<file path="src/rtl/pacer_pkg.sv">
package pacer_pkg;
  typedef enum logic [1:0] {
    PH_INIT_V  = 2'd0,
    PH_QUIET   = 2'd1,
    PH_ATR_WIN = 2'd2,
    PH_AV_WAIT = 2'd3
  } phase_t;

  // strobes from control to the interval datapath
  typedef struct packed {
    logic   restart;
    phase_t sel;
  } tmrCtrl_t;
endpackage

</file>
<file path="src/rtl/pacerIntervalPath.sv">
module pacerIntervalPath
  import pacer_pkg::*;
#(
  parameter int TW = 12
) (
  input  logic          clk,
  input  logic          rstN,
  input  logic          msTick,
  input  logic [TW-1:0] lowerRateIvl,
  input  logic [TW-1:0] upperRateIvl,
  input  logic [TW-1:0] avDelay,
  input  tmrCtrl_t      ctl,
  output logic          expire
);
  localparam int SW = TW + 2;
  localparam logic [TW-1:0] CNT_MAX = '1;

  logic [TW-1:0] tickCount;
  logic signed [SW-1:0] winDiff;
  logic [TW-1:0] atrWindow;
  logic [TW-1:0] limit;

  // atrial window = LRI - AVD - URI, floored at one tick
  always_comb begin
    winDiff = $signed({2'b00, lowerRateIvl}) - $signed({2'b00, avDelay})
            - $signed({2'b00, upperRateIvl});
    if (winDiff <= 0) atrWindow = TW'(1);
    else              atrWindow = winDiff[TW-1:0];
  end

  always_comb begin
    unique case (ctl.sel)
      PH_INIT_V:  limit = lowerRateIvl;
      PH_QUIET:   limit = upperRateIvl;
      PH_ATR_WIN: limit = atrWindow;
      default:    limit = avDelay;
    endcase
  end

  assign expire = msTick && (({1'b0, tickCount} + 1'b1) >= {1'b0, limit});

  always_ff @(posedge clk or negedge rstN) begin
    if (!rstN)                               tickCount <= '0;
    else if (ctl.restart)                    tickCount <= '0;
    else if (msTick && tickCount != CNT_MAX) tickCount <= tickCount + 1'b1;
  end
endmodule

</file>
<file path="src/rtl/pacerSeqCtrl.sv">
module pacerSeqCtrl
  import pacer_pkg::*;
(
  input  logic     clk,
  input  logic     rstN,
  input  logic     atrSense,
  input  logic     venSense,
  input  logic     expire,
  output tmrCtrl_t ctl,
  output logic     atrPace,
  output logic     venPace,
  output logic     atrSenseEn,
  output logic     venSenseEn,
  output phase_t   phase
);
  phase_t phaseNext;
  logic atrEvt, venEvt, atrPaceNext, venPaceNext, atrEnNext, venEnNext;

  assign atrEvt = atrSense && atrSenseEn && (phase == PH_ATR_WIN);
  assign venEvt = venSense && venSenseEn &&
                  (phase == PH_INIT_V || phase == PH_AV_WAIT);

  always_comb begin
    phaseNext   = phase;
    atrPaceNext = 1'b0;
    venPaceNext = 1'b0;
    atrEnNext   = atrSenseEn;
    venEnNext   = venSenseEn;
    unique case (phase)
      PH_INIT_V, PH_AV_WAIT: begin
        if (venEvt || expire) begin
          venPaceNext = !venEvt;
          phaseNext   = PH_QUIET;
          atrEnNext   = 1'b0;
          venEnNext   = 1'b0;
        end
      end
      PH_QUIET: begin
        if (expire) begin
          phaseNext = PH_ATR_WIN;
          atrEnNext = 1'b1;
        end
      end
      default: begin
        if (atrEvt || expire) begin
          atrPaceNext = !atrEvt;
          phaseNext   = PH_AV_WAIT;
          atrEnNext   = 1'b0;
          venEnNext   = 1'b1;
        end
      end
    endcase
  end

  assign ctl.restart = (phaseNext != phase);
  assign ctl.sel     = phase;

  always_ff @(posedge clk or negedge rstN) begin
    if (!rstN) begin
      phase      <= PH_INIT_V;
      atrPace    <= 1'b0;
      venPace    <= 1'b0;
      atrSenseEn <= 1'b0;
      venSenseEn <= 1'b1;
    end else begin
      phase      <= phaseNext;
      atrPace    <= atrPaceNext;
      venPace    <= venPaceNext;
      atrSenseEn <= atrEnNext;
      venSenseEn <= venEnNext;
    end
  end
endmodule

</file>
<file path="src/rtl/dualPaceTimer.sv">
module dualPaceTimer
  import pacer_pkg::*;
#(
  parameter int TW = 12
) (
  input  logic          clk,
  input  logic          rstN,
  input  logic          msTick,
  input  logic          atrSense,
  input  logic          venSense,
  input  logic [TW-1:0] lowerRateIvl,
  input  logic [TW-1:0] upperRateIvl,
  input  logic [TW-1:0] avDelay,
  output logic          atrPace,
  output logic          venPace,
  output logic          atrSenseEn,
  output logic          venSenseEn,
  output logic [1:0]    phase
);
  tmrCtrl_t ctl;
  logic     expire;
  phase_t   phaseQ;

  pacerIntervalPath #(.TW(TW)) u_path (
    .clk(clk), .rstN(rstN), .msTick(msTick),
    .lowerRateIvl(lowerRateIvl), .upperRateIvl(upperRateIvl), .avDelay(avDelay),
    .ctl(ctl), .expire(expire)
  );

  pacerSeqCtrl u_ctrl (
    .clk(clk), .rstN(rstN), .atrSense(atrSense), .venSense(venSense),
    .expire(expire), .ctl(ctl), .atrPace(atrPace), .venPace(venPace),
    .atrSenseEn(atrSenseEn), .venSenseEn(venSenseEn), .phase(phaseQ)
  );

  assign phase = phaseQ;
endmodule

</file>
<file path="config.mk">
export PLATFORM = sky130hd
export DESIGN_NAME = dualPaceTimer
export DESIGN_NICKNAME = d
export VERILOG_FILES = /design/src/rtl/pacer_pkg.sv /design/src/rtl/pacerIntervalPath.sv /design/src/rtl/pacerSeqCtrl.sv /design/src/rtl/dualPaceTimer.sv
export SDC_FILE = /design/constraint.sdc
export NUM_CORES = 1
export LEC_CHECK = 0
export BUFFER_PORTS_ARGS = -buffer_cell sky130_fd_sc_hd__buf_2
export CAP_MARGIN = 0
export CORE_ASPECT_RATIO = 2
export CORE_MARGIN = 2
export CORE_UTILIZATION = 27
export DETAILED_ROUTE_END_ITERATION = 6
export GPL_ROUTABILITY_DRIVEN = 1
export SLEW_MARGIN = 10
export SYNTH_ARGS = -nofsm -noshare
export SYNTH_HDL_FRONTEND = slang
export SYNTH_SLANG_ARGS = --single-unit
export TNS_END_PERCENT = 100
</file>
<file path="constraint.sdc">
create_clock -name clk -period 3.18 [get_ports clk]
set_input_delay 0.159 -clock clk [delete_from_list [all_inputs] [get_ports clk]]
set_output_delay 0.159 -clock clk [all_outputs]
set_load 0.005 [all_outputs]
</file>
**After elaboration in Yosys (flattened, before gate mapping)**

Cells that the tools add are included.
Widths: inputs -> output; s select.

- Word-level logic and storage cells: 57
- Input port bits: 41
- Output and inout bits: 6
- Register bits after elaboration: 18

- Equal/unequal tests: 7
- Bitwise logic cells: 1
- Reductions and logical operators: 19
- Add/subtract/negate cells: 4
- $lt $le $gt $ge: 2
- Mux-type cells: 18

Operator list:

| operator | number |
|---|---|
| $mux 12 | 3 |
| $pmux 12 s3 | 1 |
| $le 14x1->1 const B | 1 |
| $sub 13x13->14 | 1 |
| $add 12x1->13 const B | 1 |
| $ge 13x12->1 | 1 |
| $sub 12x12->13 | 1 |
| $add 12x1->12 const B | 1 |
| $ne 12x12->1 const B | 1 |
| $mux 1 | 8 |
| $logic_and 1x1->1 | 6 |
| $mux 2 | 3 |
| $reduce_and 3->1 | 2 |
| $eq 2x2->1 const B | 2 |
| $ne 2x1->1 const B | 2 |
| $pmux 1 s2 | 2 |
| $pmux 2 s2 | 1 |
| $reduce_bool 2->1 | 2 |
| $logic_or 1x1->1 | 3 |
| $reduce_bool 3->1 | 1 |
| $reduce_or 3->1 | 1 |
| $eq 2x1->1 const B | 1 |
| $logic_not 1->1 | 2 |
| $logic_not 2->1 | 1 |
| other kinds (3) | 3 |

**Depth between registers and ports, before layout**

- Depth after elaboration: 12
- Depth in mapped cells: 28
- Mapped depth without buffers: 26

**By module**

From an unflattened synthesis, not the netlist that was laid out.

- Cell total of the unflattened synthesis: 407
- Area, all modules: 3,095.5 um^2

By module, submodules not included:

| module | area an instance (um^2) | seq. area each (um^2) | cells an instance | times used |
|---|---|---|---|---|
| pacerIntervalPath | 2,663.8 | 300.3 | 361 | 1 |
| pacerSeqCtrl | 431.7 | 151.4 | 46 | 1 |

**Worst setup path before layout**

OpenSTA, ideal clock, no wires.

- Kind: input-to-reg
- From: input port lowerRateIvl[0]
- To: register u_path.tickCount[6]
- Setup time: 0.073 ns
- Stages: 26
- Arrival: 5.035 ns
- Path slack: -1.928 ns
- Data required time: 3.107 ns
- Cells stage by stage: inv_1 -> ha_1 -> fa_1 -> nor2b_1 -> o31a_1 -> o211a_1 -> o21a_1 -> o21a_1 -> nor2_1 -> xnor2_1 -> ha_1 -> inv_1 -> and3_1 -> a2111oi_0 -> o311a_1 -> a41oi_1 -> o21ai_1 -> ha_1 -> nand2b_1 -> a2111oi_0 -> a2111oi_0 -> o311a_1 -> a221o_1 -> a221o_1 -> buf_4 -> nor2_1

- Word-level cells in the longest chain between the ends: 12

Ends and longest elaborated chain:

| what | line | text |
|---|---|---|
| start: declaration | dualPaceTimer.sv:11 | `input logic [TW-1:0] lowerRateIvl,` |
| $sub 12x12->13 | pacerIntervalPath.sv:25 | `winDiff = $signed({2'b00, lowerRateIvl}) - $signed({2'b00, avDelay})` |
| $sub 13x13->14 | pacerIntervalPath.sv:26 | `- $signed({2'b00, upperRateIvl});` |
| $le 14x1->1 | pacerIntervalPath.sv:27 | `if (winDiff <= 0) atrWindow = TW'(1);` |
| $mux 12 | pacerIntervalPath.sv:27 |  |
| $pmux 12 s3 * | pacerIntervalPath.sv:32 | `unique case (ctl.sel)` |
| $ge 13x12->1 * | pacerIntervalPath.sv:40 | `assign expire = msTick && (({1'b0, tickCount} + 1'b1) >= {1'b0, limit});` |
| $logic_and 1x1->1 * | pacerIntervalPath.sv:40 |  |
| $logic_or 1x1->1, on equally long branches | pacerSeqCtrl.sv:45, pacerSeqCtrl.sv:31 |  |
| $mux 2, on equally long branches | pacerSeqCtrl.sv:45, pacerSeqCtrl.sv:31 |  |
| $pmux 2 s2 * | pacerSeqCtrl.sv:29 | `unique case (phase)` |
| $ne 2x2->1 * | pacerSeqCtrl.sv:55 | `assign ctl.restart = (phaseNext != phase);` |
| $mux 12 / $reduce_bool 2->1 (equally long branches) | - |  |
| end signal: assignment | pacerIntervalPath.sv:45 | `else if (msTick && tickCount != CNT_MAX) tickCount <= tickCount + 1'b1;` |
| end: declaration | pacerIntervalPath.sv:18 | `logic [TW-1:0] tickCount;` |

Mark *: on every way between the ends. The rest lies on a longest branch, timed or not.
A chain may end at the register's enable or synchronous reset.

**Worst setup path in the final report**

- From: input port lowerRateIvl[0]
- To: register u_path.tickCount[5]

Same word-level chain as after synthesis.

==> results.txt <==
The synthesized design contains 18 register bits. The die is 77.9 um wide. The dominant synthesized flop cell was sky130_fd_sc_hd__dfrtp_1. Setup repair after global routing could not meet its margin everywhere. Number of global-route vias before repair: 3665. After routing, the total negative slack on setup checks comes to -34.10 ns. The type of element launching the critical path was a primary input.

The run gives 0.935 as the final RePlAce weighted congestion. For this block, the routed nets add up to 10500 um of wire. Initial antenna violation count: 0. The tools report the share of power burned in the clock network as 0.100. After layout, the minimum clock period comes to 5.22 ns. Cell with the most instances on the worst path: sky130_fd_sc_hd__a2111oi_4. The overall via count from detail_route is 3520.

In the final routed layout, each cell accounts on average for 15.4 um. The worst max-slew margin expressed relative to the limit is 0.598. Grouping stages by cell kind, the critical path spends the most delay in compound AO/OA/AOI/OAI gates. In this run the worst path has a maximum fanout of 12. Between clock sinks in the finished design, the worst skew comes to 0.00422 ns. The post-detailed-route via-to-cell ratio came out at 5.13. The starting density of the core is 0.273.

The total clock buffers created by CTS was 3. The sequential share of the synthesized area was 0.153. The part of the total power dissipated in sequential elements was 0.117. The fraction of final layout cells sized beyond drive strength 1 is 0.390. Across the whole layout, storage elements account for 452 um^2. Across the run, the number of max-cap violations was 0. For the pin with the worst max-slew slack, the measured transition is 0.599 ns. Dividing total power by cell area gives a power density of 607 nW/um^2.

The clock reaches the later pin of the worst-skew pair after 0.25 ns. Detailed placement finished with a half-perimeter wire length of 8870 um. The critical path is of the in -> reg type. The count of filler cells inserted in the layout was 1105.

The pre-antenna-repair detailed-routing pass consisted of 4 iterations. For the number of H-tree levels, the log shows 1. The initialized floorplan defines 54 standard-cell rows. At the worst endpoint, the required time is 3.36 ns.

The first global-routing pass estimated 17000 um of wire. For this run, the number of Yosys warnings is 0. The logs give 0 for the number of hold violations in the final report and 0 for the antenna diode count. The area growth from synthesis to layout was 55.5%. Worst-case setup margin in the final layout: -2.04 ns.

The internal portion of the total power is 1.57 mW. The tools report the proportion of power drawn by combinational gates as 0.784. After detailed routing, the number of remaining DRC violations is 0. The switching portion of total power was 0.436. The leakage power of the design was 2.22 nW. Pin placement for this block handled 47 I/O pins. The largest vdd supply drop is 437 uV.

Quantity of I/O buffers inserted on ports: 46. The tools report the launch point of the critical path as lowerRateIvl[0]. The buffer type at the clock tree root was sky130_fd_sc_hd__clkbuf_16.

The number of routed nets with antenna violations is 0, and the maximum cell stage delay along the critical path is 0.39 ns. Final hold analysis gives a worst-case slack of 0.244 ns. The mapped netlist covers 2950 um^2.

The floorplan die area is 11800 um^2, and the number of distinct library cells after synthesis is 56. The run gives 0.178 as the overall global routing resource usage. The proportion of register bits with asynchronous set or reset after synthesis is 1.00. After the first detailed-routing iteration, the DRC count stood at 144. Synthesis produced 392 cells. Fmax: 192 MHz.

TritonCTS built the clock tree. The path class of the tightest hold or removal check is in -> reg. Entering global routing, the biggest net connects 20 pins. The leftover overflow at the end of global routing is 0, and the clock-pin slew on the worst setup and hold paths is 0.05 ns. The number of nets in the synthesized netlist is 477.

The number of pins with negative max-slew slack in the final report is 0. Share of the clock period used by the worst path after layout: 1.64. The slowest stage of the critical path is the sky130_fd_sc_hd__a2111oi_4 cell. The run finished, with violations left.

At the worst endpoint, the arrival time is 5.40 ns. The count of buffering cells on the critical path with inverters included was 4. In this run, synthesis inferred 0 flip-flops with an integrated enable. The average cell area after synthesis came out at 7.53 um^2.

At the end of the flow, the number of nets in the layout was 632. The tools report the sort of element at the end of the critical path as a flip-flop. The clock passes through at most 2 buffers. In this run the standard cell core region covers 10800 um^2. The final reports fail on setup timing. Setup violations remaining at the end of the flow were counted as 18.

The reg-to-reg critical path startpoint is u_ctrl.phase[0]. The power spent charging and discharging nets is 1.21 mW, and the die boundary height is 152 um. In this run the most critical hold path is launched from atrSense. Counting every sink on the clock net gives 18. In the final layout, the multi-input gates occupy 2570 um^2.
## power by group through the flow
stage               Combinational (mW)  Sequential, mW  Clock [mW]
floorplan                         1.14           0.336           0
global placement                  1.98           0.325           0
detailed placement                2.01           0.327           0
CTS                               2.10           0.323       0.284
global route                      2.38           0.333       0.289
finish                            2.18           0.324       0.278
## per-layer routing
metal / part of all wire / track usage / vias to the layer above
li1: - / - / 1745
met1: 0.33 / 0.165 / 1667
met5: 0 / 0 / -
met4: 0.060 / 0.118 / 0
met2: 0.58 / 0.354 / 76
met3: 0.026 / 0.0113 / 32
## cells in the mapped netlist, types with 3 or more instances
cell type                   count  area share
sky130_fd_sc_hd__a2111oi_0      4       0.012
sky130_fd_sc_hd__a211oi_1       4       0.010
sky130_fd_sc_hd__a21o_1         6       0.015
sky130_fd_sc_hd__a21oi_1       44       0.075
sky130_fd_sc_hd__a221o_1        4       0.014
sky130_fd_sc_hd__a221oi_1      12       0.036
sky130_fd_sc_hd__and3_1         4      0.0085
sky130_fd_sc_hd__clkbuf_1       8       0.010
sky130_fd_sc_hd__dfrtp_1       17        0.14
sky130_fd_sc_hd__ha_1          42        0.18
sky130_fd_sc_hd__inv_1         34       0.043
sky130_fd_sc_hd__nand2_1       25       0.032
sky130_fd_sc_hd__nand2b_1       9       0.019
sky130_fd_sc_hd__nand3_1       14       0.024
sky130_fd_sc_hd__nor2_1        43       0.055
sky130_fd_sc_hd__nor2b_1        4      0.0085
sky130_fd_sc_hd__nor3_1         5      0.0085
sky130_fd_sc_hd__nor4_1         3      0.0064
sky130_fd_sc_hd__o211ai_1       4       0.010
sky130_fd_sc_hd__o21a_1         9       0.023
sky130_fd_sc_hd__o21ai_0       13       0.022
sky130_fd_sc_hd__o21ai_1        9       0.015
sky130_fd_sc_hd__o311a_1        3       0.010
sky130_fd_sc_hd__or2_2          3      0.0064
sky130_fd_sc_hd__or4_1          3      0.0076
sky130_fd_sc_hd__xnor2_1       23       0.068
sky130_fd_sc_hd__xor2_1         9       0.027
## metrics by stage
step | power, mW | std cells | utilization | cell area [um^2] | worst slack, ns
2_1_floorplan | 1.47 | 392 | - | 3080 | -1.69
3_3_place_gp | 2.30 | 673 | 0.395 | 4270 | -2.30
3_5_place_dp | 2.33 | 673 | 0.395 | 4270 | -2.36
4_1_cts | 2.71 | 682 | 0.413 | 4460 | -2.05
5_1_grt | 3.00 | 686 | 0.424 | 4590 | -2.24
6_report | 2.78 | 686 | 0.424 | 4590 | -2.04
## cell usage in the layout, fill, tap and decap left out, types with 4 or more instances in the layout
cell                       synthesis  final
sky130_fd_sc_hd__a221o_1           4      4
sky130_fd_sc_hd__xor2_1            9      9
sky130_fd_sc_hd__a21oi_1          44     39
sky130_fd_sc_hd__o211ai_1          4      4
sky130_fd_sc_hd__a221oi_1         12     12
sky130_fd_sc_hd__nor2_2            0      6
sky130_fd_sc_hd__a21o_1            6      6
sky130_fd_sc_hd__xnor2_1          23     22
sky130_fd_sc_hd__o21ai_1           9      7
sky130_fd_sc_hd__buf_4             2    109
sky130_fd_sc_hd__nor2_1           43     37
sky130_fd_sc_hd__inv_1            34     31
sky130_fd_sc_hd__ha_4              0      4
sky130_fd_sc_hd__a21oi_2           0      5
sky130_fd_sc_hd__ha_1             42     36
sky130_fd_sc_hd__dfrtp_1          17     17
sky130_fd_sc_hd__buf_2             0     45
sky130_fd_sc_hd__nand2b_1          9      8
sky130_fd_sc_hd__o21ai_0          13     12
sky130_fd_sc_hd__nor3_1            5      4
sky130_fd_sc_hd__nand2_1          25     25
sky130_fd_sc_hd__buf_12            0      5
sky130_fd_sc_hd__o21a_1            9      9
sky130_fd_sc_hd__nand3_1          14     14
## kinds of logic after synthesis
| group | after synthesis | synth area share |
|---|---|---|
| compound gates | 132 | 0.302 |
| simple gates | 120 | 0.195 |
| buf+inv | 45 | 0.0598 |
| fa+ha+maj | 44 | 0.192 |
| xor+xnor | 32 | 0.0950 |
| flops | 18 | 0.153 |
| mux | 1 | 0.00339 |
## repair_timing
item                       CTS  global route
hold buffers                 1             0
hold endpoints to repair    17             0
pin swaps                    8            20
buffers inserted             5             4
setup endpoints to repair   18            18
gates resized for setup     14            21
## sequential cells by signal (all words and copies together) (netlist names)
signal,flops
u_ctrl.phase,2
u_ctrl.venPace,1
u_ctrl.atrSenseEn,1
u_ctrl.atrPace,1
u_ctrl.venSenseEn,1
u_path.tickCount,12
## worst reg2reg max path, stage by stage (launching register included)
cell                        delay (ns)
sky130_fd_sc_hd__dfrtp_1          0.41
sky130_fd_sc_hd__inv_1            0.08
sky130_fd_sc_hd__ha_1             0.26
sky130_fd_sc_hd__buf_4            0.16
sky130_fd_sc_hd__a221o_1          0.34
sky130_fd_sc_hd__nand2_1          0.09
sky130_fd_sc_hd__o21ai_2          0.06
sky130_fd_sc_hd__ha_1             0.29
sky130_fd_sc_hd__nand2b_4         0.15
sky130_fd_sc_hd__a2111oi_4        0.39
sky130_fd_sc_hd__a2111oi_4        0.07
sky130_fd_sc_hd__o311a_1          0.38
sky130_fd_sc_hd__a221o_1          0.27
sky130_fd_sc_hd__a221o_1          0.36
sky130_fd_sc_hd__buf_12           0.16
sky130_fd_sc_hd__nor2_2           0.11
## worst paths after layout
path	endpoint	slack, ns	cells past startpoint
min reg2reg	u_ctrl.venSenseEn	0.55	1
max	u_path.tickCount[5]	-2.04	27
min in group asynchronous	u_path.tickCount[3]	0.38	2
max in group asynchronous	u_ctrl.venSenseEn	2.48	2
max reg2reg	u_path.tickCount[5]	-0.47	15
min	u_ctrl.phase[1]	0.24	3
## cell type report
type                    count  area share
clock buffers               4      0.0194
inverters                  34      0.0306
multi-input cells         329       0.559
flip-flops and latches     18      0.0985
well taps                 140      0.0382
repair buffers            161       0.254
Note: power is estimated with default switching activity, not from simulation.
